`src/rtl/lbus_pkg.sv`:
```
package lbus_pkg;

    // Bus state of the sequencer; each state spans two clk2 ticks.
    typedef enum logic [1:0] {
        BS_IDLE = 2'd0,
        BS_ADDR = 2'd1,
        BS_DATA = 2'd2
    } bstate_e;

    // Cycle definition carried with each transfer.
    typedef struct packed {
        logic wr;   // 1 = write
        logic mio;  // 1 = memory space
        logic dc;   // 1 = data transfer
    } cdef_t;

endpackage

```
`src/rtl/lbus_fsm.sv`:
```
module lbus_fsm
    import lbus_pkg::*;
(
    input  logic clk2,
    input  logic rst,
    input  logic req_valid,
    input  logic rdy_n,
    output logic take,      // request captured at this edge
    output logic finish,    // cycle ends at this edge
    output logic addr_mid,  // first tick of the address state
    output logic ads_n_o
);

    typedef struct packed {
        bstate_e st;
        logic    ph;     // 0 = phase 1, 1 = phase 2
        logic    ads_n;
    } fsm_s;

    fsm_s fsm_q, fsm_d;

    always_comb begin
        // ready only counts on the edge that closes a data state
        finish   = fsm_q.ph && (fsm_q.st == BS_DATA) && !rdy_n;
        take     = fsm_q.ph && req_valid && ((fsm_q.st == BS_IDLE) || finish);
        addr_mid = !fsm_q.ph && (fsm_q.st == BS_ADDR);

        fsm_d    = fsm_q;
        fsm_d.ph = !fsm_q.ph;
        if (fsm_q.ph) begin
            case (fsm_q.st)
                BS_IDLE: fsm_d.st = take ? BS_ADDR : BS_IDLE;
                BS_ADDR: fsm_d.st = BS_DATA;
                BS_DATA: begin
                    if (finish) fsm_d.st = take ? BS_ADDR : BS_IDLE;
                    else        fsm_d.st = BS_DATA;   // wait state
                end
                default: fsm_d.st = BS_IDLE;
            endcase
        end
        fsm_d.ads_n = (fsm_d.st != BS_ADDR);
    end

    always_ff @(posedge clk2) begin
        if (rst) begin
            fsm_q.st    <= BS_IDLE;
            fsm_q.ph    <= 1'b0;
            fsm_q.ads_n <= 1'b1;
        end else begin
            fsm_q <= fsm_d;
        end
    end

    assign ads_n_o = fsm_q.ads_n;

endmodule

```
`src/rtl/lbus_req_hold.sv`:
```
module lbus_req_hold
    import lbus_pkg::*;
#(
    parameter int ADDR_W = 30,
    parameter int DATA_W = 32,
    localparam int BE_W  = DATA_W / 8
) (
    input  logic              clk2,
    input  logic              rst,
    input  logic              take,
    input  logic              addr_mid,
    input  logic              finish,
    input  logic              req_write,
    input  logic              req_mem,
    input  logic              req_data,
    input  logic [ADDR_W-1:0] req_addr,
    input  logic [BE_W-1:0]   req_be,
    input  logic [DATA_W-1:0] req_wdata,
    output logic [ADDR_W-1:0] addr_o,
    output logic [BE_W-1:0]   be_n_o,
    output cdef_t             cdef_o,
    output logic [DATA_W-1:0] d_out_o,
    output logic              d_oe_o
);

    typedef struct packed {
        logic [ADDR_W-1:0] addr;
        logic [BE_W-1:0]   be_n;
        cdef_t             cdef;
        logic [DATA_W-1:0] wdata;
        logic              oe;
    } hold_s;

    hold_s hold_q, hold_d;
    logic [BE_W-1:0] be_n_in;

    // one inverter per byte lane
    for (genvar g = 0; g < BE_W; g++) begin : g_lane
        assign be_n_in[g] = ~req_be[g];
    end

    always_comb begin
        hold_d = hold_q;
        if (take) begin
            hold_d.addr     = req_addr;
            hold_d.be_n     = be_n_in;
            hold_d.cdef.wr  = req_write;
            hold_d.cdef.mio = req_mem;
            hold_d.cdef.dc  = req_data;
            hold_d.wdata    = req_wdata;
            hold_d.oe       = 1'b0;          // phase 1 of T1: bus not driven
        end else if (addr_mid) begin
            hold_d.oe       = hold_q.cdef.wr; // drive from phase 2 of T1
        end else if (finish) begin
            hold_d.oe       = 1'b0;
        end
    end

    always_ff @(posedge clk2) begin
        if (rst) begin
            hold_q      <= '0;
            hold_q.be_n <= '1;
        end else begin
            hold_q <= hold_d;
        end
    end

    assign addr_o  = hold_q.addr;
    assign be_n_o  = hold_q.be_n;
    assign cdef_o  = hold_q.cdef;
    assign d_out_o = hold_q.wdata;
    assign d_oe_o  = hold_q.oe;

endmodule

```
`src/rtl/lbus_rdcap.sv`:
```
module lbus_rdcap #(
    parameter int DATA_W = 32
) (
    input  logic              clk2,
    input  logic              rst,
    input  logic              finish,
    input  logic              is_write,
    input  logic [DATA_W-1:0] d_in,
    output logic [DATA_W-1:0] rd_data_o,
    output logic              done_o
);

    typedef struct packed {
        logic [DATA_W-1:0] rd;
        logic              done;
    } cap_s;

    cap_s cap_q, cap_d;

    always_comb begin
        cap_d      = cap_q;
        cap_d.done = finish;
        if (finish && !is_write) begin
            cap_d.rd = d_in;   // same edge that sees ready low
        end
    end

    always_ff @(posedge clk2) begin
        if (rst) cap_q <= '0;
        else     cap_q <= cap_d;
    end

    assign rd_data_o = cap_q.rd;
    assign done_o    = cap_q.done;

endmodule

```
`src/rtl/lbus_seq.sv`:
```
module lbus_seq
    import lbus_pkg::*;
#(
    parameter int ADDR_W = 30,
    parameter int DATA_W = 32,
    localparam int BE_W  = DATA_W / 8
) (
    input  logic              clk2,
    input  logic              rst,
    input  logic              req_valid,
    input  logic              req_write,
    input  logic              req_mem,
    input  logic              req_data,
    input  logic [ADDR_W-1:0] req_addr,
    input  logic [BE_W-1:0]   req_be,
    input  logic [DATA_W-1:0] req_wdata,
    output logic              req_accept,
    output logic              req_done,
    output logic [DATA_W-1:0] rd_data,
    output logic [ADDR_W-1:0] bus_addr,
    output logic [BE_W-1:0]   bus_be_n,
    output logic              bus_ads_n,
    output logic              bus_mio,
    output logic              bus_dc,
    output logic              bus_wr,
    input  logic              bus_rdy_n,
    input  logic [DATA_W-1:0] bus_d_in,
    output logic [DATA_W-1:0] bus_d_out,
    output logic              bus_d_oe
);

    logic  take, finish, addr_mid;
    cdef_t cdef;

    lbus_fsm u_fsm (
        .clk2      (clk2),
        .rst       (rst),
        .req_valid (req_valid),
        .rdy_n     (bus_rdy_n),
        .take      (take),
        .finish    (finish),
        .addr_mid  (addr_mid),
        .ads_n_o   (bus_ads_n)
    );

    lbus_req_hold #(
        .ADDR_W (ADDR_W),
        .DATA_W (DATA_W)
    ) u_hold (
        .clk2      (clk2),
        .rst       (rst),
        .take      (take),
        .addr_mid  (addr_mid),
        .finish    (finish),
        .req_write (req_write),
        .req_mem   (req_mem),
        .req_data  (req_data),
        .req_addr  (req_addr),
        .req_be    (req_be),
        .req_wdata (req_wdata),
        .addr_o    (bus_addr),
        .be_n_o    (bus_be_n),
        .cdef_o    (cdef),
        .d_out_o   (bus_d_out),
        .d_oe_o    (bus_d_oe)
    );

    lbus_rdcap #(
        .DATA_W (DATA_W)
    ) u_rdcap (
        .clk2      (clk2),
        .rst       (rst),
        .finish    (finish),
        .is_write  (cdef.wr),
        .d_in      (bus_d_in),
        .rd_data_o (rd_data),
        .done_o    (req_done)
    );

    assign req_accept = take;
    assign bus_mio    = cdef.mio;
    assign bus_dc     = cdef.dc;
    assign bus_wr     = cdef.wr;

endmodule

```
`config.mk`:
```
export PLATFORM = sky130hd
export DESIGN_NAME = lbus_seq
export DESIGN_NICKNAME = d
export VERILOG_FILES = /design/src/rtl/lbus_pkg.sv /design/src/rtl/lbus_fsm.sv /design/src/rtl/lbus_req_hold.sv /design/src/rtl/lbus_rdcap.sv /design/src/rtl/lbus_seq.sv
export SDC_FILE = /design/constraint.sdc
export NUM_CORES = 1
export LEC_CHECK = 0
export BUFFER_PORTS_ARGS = -buffer_cell sky130_fd_sc_hd__buf_2
export CORE_AREA = 2 2 96 98
export DETAILED_ROUTE_END_ITERATION = 10
export DIE_AREA = 0 0 98 100
export PLACE_DENSITY = 0.8
export SETUP_SLACK_MARGIN = 0.15
export SLEW_MARGIN = 10
export SYNTH_ARGS = -nofsm -noshare
export SYNTH_HDL_FRONTEND = slang
export SYNTH_SLANG_ARGS = --single-unit
```
`constraint.sdc`:
```
create_clock -name clk2 -period 1.8 [get_ports clk2]
set_clock_uncertainty 0.1 [all_clocks]
set_input_delay 0.09 -clock clk2 [delete_from_list [all_inputs] [get_ports clk2]]
set_output_delay 0.09 -clock clk2 [all_outputs]
set_load 0.1 [all_outputs]
```
==> results.ini <==
[outcome]
outcome = finished, violations left
violations = negative hold slack

[placement]
place_area_sq_mm = 0.00477
placed_cells = 626
dpl.hpwl_mm = 6.62
place_ws_ps = 211
io_buffer_count = 209
place_congestion = 0.795

[route]
wirelength_mm = 12.1
wire_per_inst_um = 16.3
drc = 0
vias = 3720
ant_nets = 0
vias_per_cell = 4.99
first_iter_violations = 87
dr.pass1.iters = 4

[global_routing]
antenna_found_initial = 0
first_global_vias = 3875
grtUsageTotal_pct = 23.8
grt_max_degree = 71
grt_pass1_wl_mm = 18.8
grt-ovfl-total = 0

[cts]
cts_buffer_depth = 2
clock-sinks = 107
htreeDepth = 3
cts_hold_buf = 102
cts_tree = yes
root_buffer = clkbuf_8
insertion_delay_ps = 350
clk_pin_slew_worst_paths_ps = 100
numCtsBuffers = 9

[logic_synthesis]
ys_seq_elements = 107
synth_edf_count = 0
synth_top_flop_cell = dfxtp_1
syn_inst = 327
synth-adder-area-share_pct = 0
ys_warn_count = 0
synth_common_cells = 107 x dfxtp_1, 66 x nand2_1, 65 x a22o_1, 32 x mux2i_1, 8 x buf_2
ys_seq_area_share_pct = 58.7
async_flop_share_pct = 0
postSynthAreaPerCell_sq_um = 11.2
synth_area_leader_cell = dfxtp_1
synthesis.area_sq_mm = 0.00365
synth_top_family_by_area = compound AO/OA/AOI/OAI gates
mappedNetlistNets = 432
yosys.cell_types.count = 24
yosysMostFrequentCell = dfxtp_1
ys_top_cells_by_area = dfxtp_1 59%, a22o_1 16%, mux2i_1 8.8%
synth-simple-area-share_pct = 9.70
synthXorXnorAreaFrac_pct = 0
yosysTopAreaCellShare_pct = 58.7
synth.area.mux_share_pct = 8.78
synth-compound-area-share_pct = 17.4

[power]
p_per_area_mw_per_mm2 = 838
vdd_drop_max_mv = 0.564
leakage_nw = 2.89
power_mw = 5.07

[floorplan]
core_sq_mm = 0.00889
dieArea_sq_mm = 0.00980
rows = 35
die_h_um = 100
io_pins = 210
initial_core_util_pct = 41.1
die_w_um = 98

[timing]
holdWs_ps = -20.4
fmax_mhz = 619
finalSetupViolCount = 0
setup_ws_ps = 185
period_share_pct = 89.7
rsz0062_at_grt = yes
hold_violations = 1
period_needed_ps = 1610
relSlewSlack_pct = 65.9
fin_setup_tns_ps = 0
drv_slew = 0
tightestPinTransition_ps = 515

[hold_path]
min_to = u_rdcap.done_o$_SDFF_PP0_
worstHoldStart = bus_rdy_n
min_path_type = in2reg
holdPathStages = 3

[critical_path]
reg2reg_depth = 4
reg2reg_from = u_fsm.fsm_q[3]$_SDFF_PP0_
timing.reg2reg.setup_slack_ps = 190
regToRegEndpoint = u_hold.addr_o[8]$_SDFFE_PP0P_
required_ps = 1950
cp-end-kind = flip-flop
path_class = reg2reg
cp_max_fo = 35
worstPathArrival_ps = 1770
crit_path_start_kind = flip-flop

[final_layout]
fin_cells = 745
seq_area_sq_mm = 0.00215
multi_input_area_sq_mm = 0.00135
nets = 734
layout-drive-gt1-share_pct = 38.2
num-fill-cells = 630
antenna_cells = 0
area_growth_pct = 65.7
design_area_sq_mm = 0.00605
final_util_pct = 68.0

[job]
cap_violations = 0

-- worst max-delay path by stage --
stage	startpoint	end	slack, ps	cells past startpoint
5_1_grt	u_fsm.fsm_q[3]$_SDFF_PP0_	u_hold.addr_o[10]$_SDFFE_PP0P_	150	4
4_1_cts	u_fsm.fsm_q[3]$_SDFF_PP0_	u_hold.d_oe_o$_SDFFE_PP0P_	160	4
2_1_floorplan	u_fsm.fsm_q[3]$_SDFF_PP0_	u_fsm.ads_n_o$_SDFF_PP1_	130	3
3_5_place_dp	u_fsm.fsm_q[3]$_SDFF_PP0_	u_hold.d_oe_o$_SDFFE_PP0P_	210	4
3_3_place_gp	u_fsm.fsm_q[3]$_SDFF_PP0_	u_hold.d_oe_o$_SDFFE_PP0P_	260	4
6_report	u_fsm.fsm_q[3]$_SDFF_PP0_	u_hold.addr_o[8]$_SDFFE_PP0P_	190	4
-- registers in the layout (all words and copies together), names as in the netlist --
name               flops
u_rdcap.rd_data_o     32
u_rdcap.done_o         1
u_hold.addr_o         30
u_fsm.ads_n_o          1
u_hold.be_n_o          4
u_fsm.fsm_q            3
u_hold.d_out_o        32
u_hold.cdef_o          3
u_hold.d_oe_o          1
-- report_power, final --
group | switching, mW | total, mW | internal, mW | leakage (nW)
clock network | 0.817 | 1.41 | 0.597 | 0.0976
registers | 0.0555 | 2.50 | 2.44 | 0.870
logic | 0.778 | 1.15 | 0.375 | 1.92
-- kinds of logic (layout without fill, tap and decap cells) --
| family | count (synthesis) | count (layout) |
|---|---|---|
| AO/OA/AOI/OAI | 75 | 75 |
| buffers and inverters | 32 | 339 |
| multiplexers | 32 | 32 |
| AND/OR/NAND/NOR | 81 | 81 |
| flip-flops | 107 | 107 |
-- layout by cell type, fill, tap and decap left out, drive strengths merged --
master	count
a21o	1
a21oi	2
a22o	65
a22oi	4
and2	1
buf	214
clkbuf	12
clkinv	4
clkinvlp	1
dfxtp	107
dlygate4sd3	102
inv	6
mux2i	32
nand2	66
nand2b	1
nand4bb	1
nor2	5
nor2b	2
nor3	2
nor4	1
nor4b	1
o21ai	2
o31a	1
or3b	1
-- layout make-up --
class                      count  share of cell area [%]
tap                          111                    2.30
clock buffer                  11                    2.50
timing repair buffer         317                    36.3
clock inverter                 5                   0.745
sequential                   107                    35.5
inverter                       6                   0.372
multi-input combinational    188                    22.3
-- per-layer routing --
metal	vias to the layer above	routed length [um]	part of all wire, %	track usage [%]
met5	-	0	0	0
met4	0	293	2.4	7.80
met3	28	979	8.1	7.24
met2	190	6180	51	42.6
met1	1753	4690	39	27.1
li1	1749	-	-	-
-- critical path: stages, from the launching register on --
cell       delay, ps
dfxtp_2          360
and2_2           220
o31a_2           390
clkbuf_16        230
a22o_1           200
-- timing repair --
| item | CTS | global route |
|---|---|---|
| endpoints found under the hold margin | 104 | 1 |
| gates resized for setup | 2 | 6 |
| pin swaps | 0 | 0 |
| endpoints found under the setup margin | 1 | 44 |
| cloned | 0 | 1 |
| setup buffers | 0 | 0 |
(Power assumes the default switching activity.)
